--- config.mk ---
export PLATFORM = sky130hd
export DESIGN_NAME = lpr_ctrl
export DESIGN_NICKNAME = d
export VERILOG_FILES = /design/src/rtl/lpr_pkg.sv /design/src/rtl/lpr_sync.sv /design/src/rtl/lpr_start_timer.sv /design/src/rtl/lpr_atten_reg.sv /design/src/rtl/lpr_ctrl.sv
export SDC_FILE = /design/constraint.sdc
export NUM_CORES = 1
export LEC_CHECK = 0
export BUFFER_PORTS_ARGS = -buffer_cell sky130_fd_sc_hd__buf_2
export CORE_UTILIZATION = 50
export DETAILED_ROUTE_END_ITERATION = 8
export GPL_TIMING_DRIVEN = 0
export PLACE_DENSITY_LB_ADDON = 0.05
export SYNTH_ARGS = -nofsm -noshare
export SYNTH_HDL_FRONTEND = slang
export SYNTH_HIERARCHICAL = 1
export SYNTH_SLANG_ARGS = --single-unit
--- constraint.sdc ---
create_clock -name clk -period 2.8 [get_ports clk]
set_input_delay 0.42 -clock clk [delete_from_list [all_inputs] [get_ports clk]]
set_output_delay 0.42 -clock clk [all_outputs]
set_load 0.02 [all_outputs]
--- src/rtl/lpr_pkg.sv ---
package lpr_pkg;
   typedef enum logic [1:0] {
      PH_SLEEP  = 2'd0,
      PH_WAKING = 2'd1,
      PH_RUN    = 2'd2
   } lpr_phase_e;

   function automatic logic phase_holds_core(input lpr_phase_e ph);
      return ph == PH_SLEEP;
   endfunction
endpackage

--- src/rtl/lpr_sync.sv ---
module lpr_sync #(
   parameter int SYNC_STAGES = 2
) (
   input  logic clk,
   input  logic rst_n,
   input  logic d_async,
   output logic q_sync
);
   generate
      if (SYNC_STAGES < 2) begin : g_bad_depth
         $error("lpr_sync: SYNC_STAGES must be at least 2");
      end
   endgenerate

   logic [SYNC_STAGES-1:0] chain;

   always_ff @(posedge clk or negedge rst_n) begin
      if (!rst_n) chain <= '0;
      else        chain <= {chain[SYNC_STAGES-2:0], d_async};
   end

   assign q_sync = chain[SYNC_STAGES-1];
endmodule

--- src/rtl/lpr_start_timer.sv ---
module lpr_start_timer #(
   parameter int START_CYCLES = 1024
) (
   input  logic clk,
   input  logic rst_n,
   input  logic run,
   output logic done
);
   localparam int CW = $clog2(START_CYCLES + 1);
   localparam logic [CW-1:0] LIMIT = CW'(START_CYCLES);

   generate
      if (START_CYCLES < 1) begin : g_bad_start
         $error("lpr_start_timer: START_CYCLES must be positive");
      end
   endgenerate

   logic [CW-1:0] cnt;

   always_ff @(posedge clk or negedge rst_n) begin
      if (!rst_n)          cnt <= '0;
      else if (!run)       cnt <= '0;
      else if (cnt != LIMIT) cnt <= cnt + 1'b1;
   end

   assign done = run && (cnt == LIMIT);

   a_r5_count_bounded: assert property (@(posedge clk) disable iff (!rst_n)
      cnt <= LIMIT);
   a_r6_restart_on_low: assert property (@(posedge clk) disable iff (!rst_n)
      !run |=> cnt == '0);
   a_r5_full_wait: assert property (@(posedge clk) disable iff (!rst_n)
      $rose(done) |-> $past(cnt) == LIMIT - 1'b1);
endmodule

--- src/rtl/lpr_atten_reg.sv ---
module lpr_atten_reg #(
   parameter int ATT_W = 6
) (
   input  logic             clk,
   input  logic             rst_n,
   input  logic             clr,
   input  logic             wr,
   input  logic             wr_ok,
   input  logic [ATT_W-1:0] wdata,
   output logic [ATT_W-1:0] q
);
   localparam logic [ATT_W-1:0] INF_CODE = '1;

   generate
      if (ATT_W < 1) begin : g_bad_width
         $error("lpr_atten_reg: ATT_W must be positive");
      end
   endgenerate

   always_ff @(posedge clk or negedge rst_n) begin
      if (!rst_n)          q <= INF_CODE;
      else if (clr)        q <= INF_CODE;
      else if (wr && wr_ok) q <= wdata;
   end

   a_r8_write_lands: assert property (@(posedge clk) disable iff (!rst_n)
      (wr && wr_ok && !clr) |=> q == $past(wdata));
   a_r9_blocked_write: assert property (@(posedge clk) disable iff (!rst_n)
      !wr_ok |=> $stable(q));
endmodule

--- src/rtl/lpr_ctrl.sv ---
module lpr_ctrl #(
   parameter int SYNC_STAGES  = 2,
   parameter int START_CYCLES = 1024,
   parameter int ATT_W        = 6
) (
   input  logic             clk,
   input  logic             por_n,
   input  logic             lp_n,
   input  logic             atten_wr,
   input  logic [ATT_W-1:0] atten_wdata,
   output logic             dpll_rst,
   output logic             clkgen_rst,
   output logic             ctrl_rst,
   output logic             osc_en,
   output logic             analog_pd,
   output logic             serial_en,
   output logic [ATT_W-1:0] tx_atten
);
   import lpr_pkg::*;

   logic       pin_s;
   logic       start_done;
   logic       ctrl_rst_q;
   lpr_phase_e phase;

   lpr_sync #(.SYNC_STAGES(SYNC_STAGES)) u_sync (
      .clk     (clk),
      .rst_n   (por_n),
      .d_async (lp_n),
      .q_sync  (pin_s)
   );

   lpr_start_timer #(.START_CYCLES(START_CYCLES)) u_timer (
      .clk   (clk),
      .rst_n (por_n),
      .run   (pin_s),
      .done  (start_done)
   );

   always_ff @(posedge clk or negedge por_n) begin
      if (!por_n) ctrl_rst_q <= 1'b1;
      else        ctrl_rst_q <= 1'b0;
   end

   always_comb begin
      if (!pin_s)          phase = PH_SLEEP;
      else if (!start_done) phase = PH_WAKING;
      else                 phase = PH_RUN;
   end

   assign dpll_rst   = phase_holds_core(phase);
   assign clkgen_rst = phase_holds_core(phase);
   assign osc_en     = phase != PH_SLEEP;
   assign analog_pd  = phase == PH_SLEEP;
   assign serial_en  = phase == PH_RUN;
   assign ctrl_rst   = ctrl_rst_q;

   lpr_atten_reg #(.ATT_W(ATT_W)) u_atten (
      .clk   (clk),
      .rst_n (por_n),
      .clr   (ctrl_rst_q),
      .wr    (atten_wr),
      .wr_ok (serial_en),
      .wdata (atten_wdata),
      .q     (tx_atten)
   );

   a_r7_pd_excludes_access: assert property (@(posedge clk) disable iff (!por_n)
      !(analog_pd && serial_en));
   a_r4_core_held_in_sleep: assert property (@(posedge clk) disable iff (!por_n)
      !osc_en |-> (dpll_rst && clkgen_rst && !serial_en));
   a_r2_ctrl_rst_once: assert property (@(posedge clk) disable iff (!por_n)
      !ctrl_rst |=> !ctrl_rst);
   a_r6_access_needs_osc: assert property (@(posedge clk) disable iff (!por_n)
      $fell(osc_en) |-> !serial_en);
endmodule

==> results of run 1 <==
## power by group
| group | internal (µW) | switching, µW |
|---|---|---|
| logic | 15.4 | 21.9 |
| clock network | 79.3 | 85.5 |
| registers | 296 | 8.07 |
| total | 390 | 115 |
## worst max path at each step
stage / end / slack (ps) / cells after the start
floorplan: u_atten/q[0] / 690 / 9
global placement: serial_en / 540 / 8
detailed placement: serial_en / 510 / 8
CTS: serial_en / 160 / 8
global route: serial_en / 60 / 7
finish: serial_en / 280 / 7
## placed cells by master (no fill, tap or decap), types with 3 or more instances in the layout
cell type and count:
sky130_fd_sc_hd__a211o_1 6, sky130_fd_sc_hd__a21oi_1 6, sky130_fd_sc_hd__and3_1 4, sky130_fd_sc_hd__buf_2 21, sky130_fd_sc_hd__clkbuf_4 3, sky130_fd_sc_hd__dfrtp_1 13
sky130_fd_sc_hd__dfstp_2 7, sky130_fd_sc_hd__inv_1 5, sky130_fd_sc_hd__nand2_1 6, sky130_fd_sc_hd__o21ai_0 4, sky130_fd_sc_hd__or3_1 3
## through the flow
stage | setup slack [ps] | instance area, µm²
2_1_floorplan | 694 | 938
3_3_place_gp | 538 | 1070
3_5_place_dp | 507 | 1070
4_1_cts | 162 | 1110
5_1_grt | 57.0 | 1110
6_report | 281 | 1110
## layer usage
metal  routed length [µm]  global-route usage  vias up
li1                     -                   -      361
met1                  752               0.200      328
met2                  774               0.304       29
met3                   90              0.0600        5
met4                   32              0.0909        0
met5                    0                   0        -
## critical path, stage by stage, from the launching register on
cell,delay (ps)
sky130_fd_sc_hd__dfrtp_1,440
sky130_fd_sc_hd__inv_1,90
sky130_fd_sc_hd__ha_1,150
sky130_fd_sc_hd__nor4b_1,200
sky130_fd_sc_hd__and4_1,340
sky130_fd_sc_hd__and2_1,140
sky130_fd_sc_hd__and2_1,230
sky130_fd_sc_hd__buf_2,200
## cell usage after synthesis
library cell	count	area (µm²)
sky130_fd_sc_hd__clkinv_1	1	3.75
sky130_fd_sc_hd__buf_4	2	15.0
sky130_fd_sc_hd__or3_1	3	18.8
sky130_fd_sc_hd__o31ai_1	2	15.0
sky130_fd_sc_hd__nand3_2	1	10.0
sky130_fd_sc_hd__conb_1	1	3.75
sky130_fd_sc_hd__clkbuf_1	2	7.51
sky130_fd_sc_hd__and3_1	4	25.0
sky130_fd_sc_hd__mux2i_1	2	20.0
sky130_fd_sc_hd__nand2_1	6	22.5
sky130_fd_sc_hd__or4_1	2	15.0
sky130_fd_sc_hd__a211o_1	6	52.6
sky130_fd_sc_hd__and4_1	1	8.76
sky130_fd_sc_hd__inv_1	5	18.8
sky130_fd_sc_hd__nand3_1	2	10.0
sky130_fd_sc_hd__xnor2_1	2	17.5
sky130_fd_sc_hd__nor3_1	1	5.00
sky130_fd_sc_hd__nor4b_1	1	8.76
sky130_fd_sc_hd__dfstp_2	7	184
sky130_fd_sc_hd__o21ai_0	4	20.0
sky130_fd_sc_hd__nand4_1	2	12.5
sky130_fd_sc_hd__and3_2	2	15.0
sky130_fd_sc_hd__xor2_1	1	8.76
sky130_fd_sc_hd__a21oi_1	6	30.0
sky130_fd_sc_hd__or3_2	1	7.51
sky130_fd_sc_hd__nor2_1	2	7.51
sky130_fd_sc_hd__nand2_2	1	6.26
sky130_fd_sc_hd__nor4_1	1	6.26
sky130_fd_sc_hd__ha_1	2	25.0
sky130_fd_sc_hd__dfrtp_1	13	325
sky130_fd_sc_hd__and2_1	2	12.5
## flip-flops by register name (all words and copies together) (netlist names)
register,count
u_atten/q,6
u_timer/cnt,11
u_sync/chain,2
ctrl_rst,1
## final cells by class
cell class / instances / area share
multi-input combinational: 58 / 0.347
tap: 25 / 0.0282
sequential: 20 / 0.460
inverter: 6 / 0.0203
clock buffer: 4 / 0.0328
buffer: 3 / 0.0169
timing repair buffer: 21 / 0.0949
## logic make-up (layout without fill, tap and decap cells)
logic type	Yosys count	count (layout)	synth area share
compound gates	18	18	0.125
xor+xnor	3	3	0.0280
mux	2	2	0.0213
flops	20	20	0.543
simple gates	32	32	0.204
buf+inv	10	34	0.0480
other cells	1	1	0.00400
fa+ha+maj	2	2	0.0267
==> flow_summary.ini, run 1 <==
[run_status]
run_status = completed

[global_routing]
number_of_global_route_vias_before_repair = 608
grt_first_pass_wirelength_mm = 2.53
globalRouteOverflowTotal = 0
grt_antenna_before_repair = 0
track_usage = 0.180
largest_net_degree_at_the_start_of_global_routing = 21

[final_layout]
area.sequential_um2 = 509
layoutNonFillerInstCount = 137
diodes = 0
utilization = 0.634
final_nets = 125
areaGrowthSynthToFinish_pct = 18.0
multiInputGateArea_um2 = 384
layout.filler_cells = 154
drive_gt1_frac = 0.348

[timing]
max_freq_ghz = 0.397
setup_viol = 0
timing.final.crit_share = 0.900
timing.clock.skew_ps = 4.06
report.final.hold_viol_count = 0
period_needed_ps = 2520
setup_total_negative_slack_ps = 0
hold-worst-slack_ps = 41.9
grt_setup_unrepaired = no
report.final.slew_viol_count = 0

[floorplan]
start_util = 0.538
number_of_placement_rows = 15
chipHeight_um = 45.3
io_pins = 22
die_width_um = 45.3
design.die.area_um2 = 2050
core-area_um2 = 1750

[clock_tree]
post_cts.resized_instances = 0
worst_setup_hold_path_clk_slew_ps = 110
cts_sinks = 20
cts_root_buffer = sky130_fd_sc_hd__clkbuf_4
cts.hold.buffers_added = 0
clock_tree.htree_level_count = 1
post_cts.repair.setup_buffers = 0
tritoncts.num_buffers = 3
cts_tree = built
clk_latency_ps = 300
clock_tree.buffer_depth = 2

[routing]
drt_pass1_iterations = 4
post_route_ant_nets = 0
via_count = 723
drt_total_wl_mm = 1.65
detailedRoute.firstIterationViolations = 26
post_drt_wl_per_cell_um = 12.0
drcViolationCount = 0
drt-vias-per-instance = 5.28

[yosys]
mappedNetlistNets = 100
post_syn_instances = 88
synthesized_flop_and_latch_total = 20
avgSynthCellArea_um2 = 10.7
synth_seq_area_share = 0.543
synth.cell_area_um2 = 938
netlist-cell-type-count = 31
yosys_warnings = 6

[critical_path]
worst-setup-path-type = reg -> out
critical_path.reg2reg.endpoint = u_atten/q[2]
worst_setup_path_startpoint = u_timer/cnt[0]
worst-r2r-setup-slack_ps = 700
required_time_of_the_critical_path_ps = 2380
worst_r2r_path_depth = 8
crit-reg2reg-launch = u_timer/cnt[0]
worstPathArrival_ps = 2100
crit_path_start_kind = flip-flop
crit_fanout = 8
setup.worst_path.end_class = primary output

[place]
detailedPlacementHpwl_mm = 1.18
place.port_buffers = 21
numPlacedInstances = 134
place_congestion = 0.757

[power]
peakVddDrop_uv = 340
power.total_uw = 506
power.leakage_uw = 0.000483
powerDensity_nw_per_um2 = 457

[worst_hold_path]
timing.hold.worst.class = in -> async

[run]
max-cap-violations = 0
Power figures use the tool's default switching activity.
==> run 2: changes to the inputs <==
--- a/config.mk
+++ b/config.mk
@@ -9,7 +9,7 @@
 export CORE_UTILIZATION = 50
 export DETAILED_ROUTE_END_ITERATION = 8
 export GPL_TIMING_DRIVEN = 0
-export PLACE_DENSITY_LB_ADDON = 0.05
+export PLACE_DENSITY = 0.81
 export SYNTH_ARGS = -nofsm -noshare
 export SYNTH_HDL_FRONTEND = slang
 export SYNTH_HIERARCHICAL = 1
==> run 2 against run 1 <==
Effect of this change:
- final cell count unchanged
- sequential share of layout area up 0.42 points
- worst setup slack worse by 40 ps
- final area down 0.90%
- register-to-register slack worse by 50 ps
- die area unchanged
- first-iteration DRC count down 65%
==> flow_summary.ini, run 2 (synthesized netlist as in run 1, its figures left out) <==
[run_status]
run_status = completed

[power]
internal_portion_of_total_power_uw = 366
power.total_uw = 477
powerDensity_nw_per_um2 = 434
pwr-share-seq = 0.636
switching_share = 0.232
switchingPower_uw = 110
power.leakage_uw = 0.000477
share_comb_of_total_power = 0.078
pwr-share-clk = 0.286
peakVddDrop_uv = 356

[routing]
via_count = 744
detailedRoute.firstIterationViolations = 9
route.met3.wl_um = 65
post_route_ant_nets = 0
drt_total_wl_mm = 1.66
drcViolationCount = 0
post_drt_wl_per_cell_um = 12.1
drt-vias-per-instance = 5.43
met2_length_um = 828
wl_met1_um = 755
drt_pass1_iterations = 4
top_layer_in_use = met4

[place]
detailedPlacementHpwl_mm = 1.21
post_dp_cell_area_um2 = 1070
place_congestion = 0.795
place.port_buffers = 21
dp_slack_ps = 531

[final_layout]
utilization = 0.629
commonest_non_fill_non_tap_cell_in_the_layout = sky130_fd_sc_hd__buf_2
largest_register = u_timer/cnt
largest_reg_flops = 11
final_nets = 125
layout.cell_area.non_filler_um2 = 1100
reg_top3 = u_timer/cnt (11), u_atten/q (6), u_sync/chain (2)
layout_common_cells = sky130_fd_sc_hd__buf_2, sky130_fd_sc_hd__dfrtp_1, sky130_fd_sc_hd__dfstp_2
areaGrowthSynthToFinish_pct = 16.9
diodes = 0
drive_gt1_frac = 0.339

[floorplan]
start_util = 0.538
number_of_placement_rows = 15
io_pins = 22
core-area_um2 = 1750
design.die.area_um2 = 2050
die_width_um = 45.3
chipHeight_um = 45.3

[clock_tree]
cts_root_buffer = sky130_fd_sc_hd__clkbuf_4
tritoncts.num_buffers = 3
clock_tree.buffer_depth = 2
clock_tree.htree_level_count = 1
post_cts.resized_instances = 0
cts.hold.buffers_added = 0
worst_setup_hold_path_clk_slew_ps = 110
cts_sinks = 20
post_cts.repair.setup_buffers = 0
cts_tree = built
clk_latency_ps = 290

[global_routing]
number_of_global_route_vias_before_repair = 652
largest_net_degree_at_the_start_of_global_routing = 21
track_usage = 0.189
grt_antenna_before_repair = 0
globalRouteOverflowTotal = 0
grt_first_pass_wirelength_mm = 2.70

[timing]
setup_total_negative_slack_ps = 0
period_needed_ps = 2560
worst_slack_ps = 241
max_freq_ghz = 0.391
report.final.hold_viol_count = 0
grt_setup_unrepaired = no
timing.final.crit_share = 0.914
setup_viol = 0
report.final.slew_viol_count = 0
timing.clock.skew_ps = 5.64

[critical_path]
required_time_of_the_critical_path_ps = 2380
crit_path_start_kind = flip-flop
worst-setup-path-type = reg -> out
crit_fanout = 8
worstPathArrival_ps = 2140
setup.worst_path.end_class = primary output
worst-r2r-setup-slack_ps = 650

[run]
max-cap-violations = 0

[worst_hold_path]
timing.hold.worst.class = in -> async
-- run 2: changes by cell type in the layout (fill, tap and decap cells not counted) --
cell and delta:
sky130_fd_sc_hd__clkbuf_1 +1, sky130_fd_sc_hd__clkbuf_8 -1
-- run 2: final timing paths --
kind | from | to | cells after the start
setup / recovery | u_timer/cnt[0] | serial_en | 7
hold / removal | por_n | u_timer/cnt[9] | 1
setup reg to reg | u_timer/cnt[0] | u_atten/q[4] | 8
hold reg to reg | u_sync/chain[0] | u_sync/chain[1] | 0
max in group asynchronous | por_n | ctrl_rst | 1
min in group clk | lp_n | u_sync/chain[0] | 1
-- run 2: cell type report --
type	count	area, µm²
Multi-Input combinational cell	58	384
Fill cell	148	648
Inverter	6	22.5
Tap cell	25	31.3
Clock buffer	4	26.3
Timing Repair Buffer	21	105
Sequential cell	20	509
Buffer	3	18.8
-- run 2: routing by layer --
layer,track usage,vias up
li1,-,359
met5,0,-
met1,0.212,363
met2,0.325,20
met3,0.0600,2
met4,0.0909,0
-- run 2: through the flow --
step | hold slack [ps] | instances
floorplan | 124 | 88
global placement | 333 | 134
detailed placement | 341 | 134
CTS | 52.3 | 138
global route | 62.3 | 137
finish | 49.7 | 137
-- run 2: worst max-delay path, stage by stage, from the launching register on --
cell and delay [ps]:
sky130_fd_sc_hd__dfrtp_1 440, sky130_fd_sc_hd__inv_1 90, sky130_fd_sc_hd__ha_1 140, sky130_fd_sc_hd__nor4b_1 240, sky130_fd_sc_hd__and4_1 350, sky130_fd_sc_hd__and2_1 150, sky130_fd_sc_hd__and2_1 230, sky130_fd_sc_hd__buf_2 210
-- run 2: power by group through the flow --
| stage | sequential, µW | clock, µW | combinational (µW) |
|---|---|---|---|
| after detailed placement | 309 | 0 | 37.5 |
| after global placement | 308 | 0 | 36.3 |
| after floorplan | 308 | 0 | 18.6 |
| after global routing | 305 | 159 | 42.3 |
| final | 303 | 136 | 37.1 |
| after CTS | 303 | 144 | 37.8 |
==> run 3: changes to the inputs <==
--- a/config.mk
+++ b/config.mk
@@ -9,7 +9,7 @@
 export CORE_UTILIZATION = 50
 export DETAILED_ROUTE_END_ITERATION = 8
 export GPL_TIMING_DRIVEN = 0
-export PLACE_DENSITY = 0.81
+export PLACE_DENSITY = 0.79
 export SYNTH_ARGS = -nofsm -noshare
 export SYNTH_HDL_FRONTEND = slang
 export SYNTH_HIERARCHICAL = 1
==> run 3 against run 2 <==
Effect of this change:
- highest routed layer unchanged
- fmax grew 0.87%
- clock power grew 71%
- global-route usage shrank 0.27 points
==> flow_summary.ini, run 3 (synthesized netlist as in run 1, its figures left out) <==
[run_status]
run_status = completed

[final_layout]
final_nets = 125
drive_gt1_frac = 0.348
commonest_non_fill_non_tap_cell_in_the_layout = sky130_fd_sc_hd__buf_2
areaGrowthSynthToFinish_pct = 19.7
largest_register = u_timer/cnt
layout_common_cells = sky130_fd_sc_hd__buf_2, sky130_fd_sc_hd__dfrtp_1, sky130_fd_sc_hd__dfstp_2
diodes = 0
largest_reg_flops = 11
multiInputGateArea_um2 = 384
utilization = 0.644
area.sequential_um2 = 509
layout.filler_cells = 153
reg_top3 = u_timer/cnt (11), u_atten/q (6), u_sync/chain (2)

[timing]
max_freq_ghz = 0.394
period_needed_ps = 2540
worst_slack_ps = 263
grt_setup_unrepaired = no
setup_viol = 0
report.final.slew_viol_count = 0
timing.final.crit_share = 0.906
hold-worst-slack_ps = 37.4
setup_total_negative_slack_ps = 0
timing.clock.skew_ps = 2.24
report.final.hold_viol_count = 0

[clock_tree]
cts_sinks = 20
clk_latency_ps = 290
post_cts.repair.setup_buffers = 0
tritoncts.num_buffers = 3
cts_root_buffer = sky130_fd_sc_hd__clkbuf_4
worst_setup_hold_path_clk_slew_ps = 110
clock_tree.htree_level_count = 1
post_cts.resized_instances = 0
cts_tree = built
cts.hold.buffers_added = 0
clock_tree.buffer_depth = 2

[floorplan]
design.die.area_um2 = 2050
io_pins = 22
core-area_um2 = 1750
start_util = 0.538
number_of_placement_rows = 15
chipHeight_um = 45.3
die_width_um = 45.3

[global_routing]
grt_antenna_before_repair = 0
globalRouteOverflowTotal = 0
track_usage = 0.187
largest_net_degree_at_the_start_of_global_routing = 21
number_of_global_route_vias_before_repair = 675
grt_first_pass_wirelength_mm = 2.70

[routing]
via_count = 751
drt-vias-per-instance = 5.48
drt_total_wl_mm = 1.65
post_route_ant_nets = 0
drt_pass1_iterations = 4
post_drt_wl_per_cell_um = 12.1
detailedRoute.firstIterationViolations = 24
drcViolationCount = 0

[critical_path]
cpMaxStageDelayCell = sky130_fd_sc_hd__dfrtp_1
setup.worst_path.end_class = primary output
crit_path_start_kind = flip-flop
worstPathArrival_ps = 2120
crit_fanout = 8
required_time_of_the_critical_path_ps = 2380
cp_num_buf_inv = 2
cp_slowest_stage_delay_ps = 450
cells_traversed_along_the_worst_timing_path = inv_1 > ha_1 > nor4b_1 > and4_1 > and2_1 > and2_1 > buf_2
critical_path.top_delay_family = simple AND/OR/NAND/NOR gates
critical-path-top-cell-by-count = sky130_fd_sc_hd__and2_1
worst-setup-path-type = reg -> out

[place]
dp_slack_ps = 493
place_congestion = 0.736
detailedPlacementHpwl_mm = 1.23
place.port_buffers = 21

[power]
pwr-share-seq = 0.530
switchingPower_uw = 119
peakVddDrop_uv = 276
pwr-share-clk = 0.406
power.total_uw = 574
share_comb_of_total_power = 0.064
powerDensity_nw_per_um2 = 511
power.leakage_uw = 0.000490
switching_share = 0.207
internal_portion_of_total_power_uw = 456

[run]
max-cap-violations = 0

[worst_hold_path]
timing.hold.worst.class = in -> async
==> run 3: power by group through the flow <==
stage	logic [µW]	registers (µW)	clock network [µW]
global placement	36.6	308	0
CTS	37.6	304	238
global route	42.7	305	251
detailed placement	37.2	309	0
finish	36.9	304	233
floorplan	18.6	308	0
==> run 3: final timing paths <==
| check | start | end | slack [ps] | cells after the start |
|---|---|---|---|---|
| max | u_timer/cnt[0] | serial_en | 260 | 7 |
| min | por_n | u_timer/cnt[6] | 40 | 1 |
| max reg2reg | u_timer/cnt[0] | u_atten/q[0] | 650 | 8 |
| min reg2reg | u_sync/chain[0] | u_sync/chain[1] | 370 | 0 |
| max in group asynchronous | por_n | u_atten/q[1] | 2440 | 1 |
| min in group clk | lp_n | u_sync/chain[0] | 220 | 1 |
==> run 3: worst register-to-register path, delay by kind of cell, from the launching register on <==
kind                       cells  cell delay, ps
buffers and inverters          1              90
adders and majority gates      1             150
and+or+nand+nor                5            1070
DFF                            1             450
AOI/OAI and AO/OA              1             330
==> run 3: layout make-up <==
| cell class | instances | share of cell area |
|---|---|---|
| tap | 25 | 0.0278 |
| inverter | 6 | 0.0200 |
| multi-input combinational | 58 | 0.342 |
| clock buffer | 3 | 0.0200 |
| timing repair buffer | 21 | 0.0935 |
| sequential | 20 | 0.453 |
| clock inverter | 1 | 0.0267 |
| buffer | 3 | 0.0167 |
==> run 3: metrics by stage <==
step / instance area, µm² / instances
finish: 1120 / 137
floorplan: 938 / 88
global route: 1120 / 137
global placement: 1070 / 134
CTS: 1130 / 138
detailed placement: 1070 / 134
==> run 3: layer usage <==
| layer | vias up | track usage | part of all wire |
|---|---|---|---|
| met1 | 362 | 0.235 | 0.44 |
| met4 | 0 | 0.0788 | 0.0030 |
| met3 | 2 | 0.0520 | 0.044 |
| li1 | 364 | - | - |
| met5 | - | 0 | 0 |
| met2 | 23 | 0.301 | 0.52 |
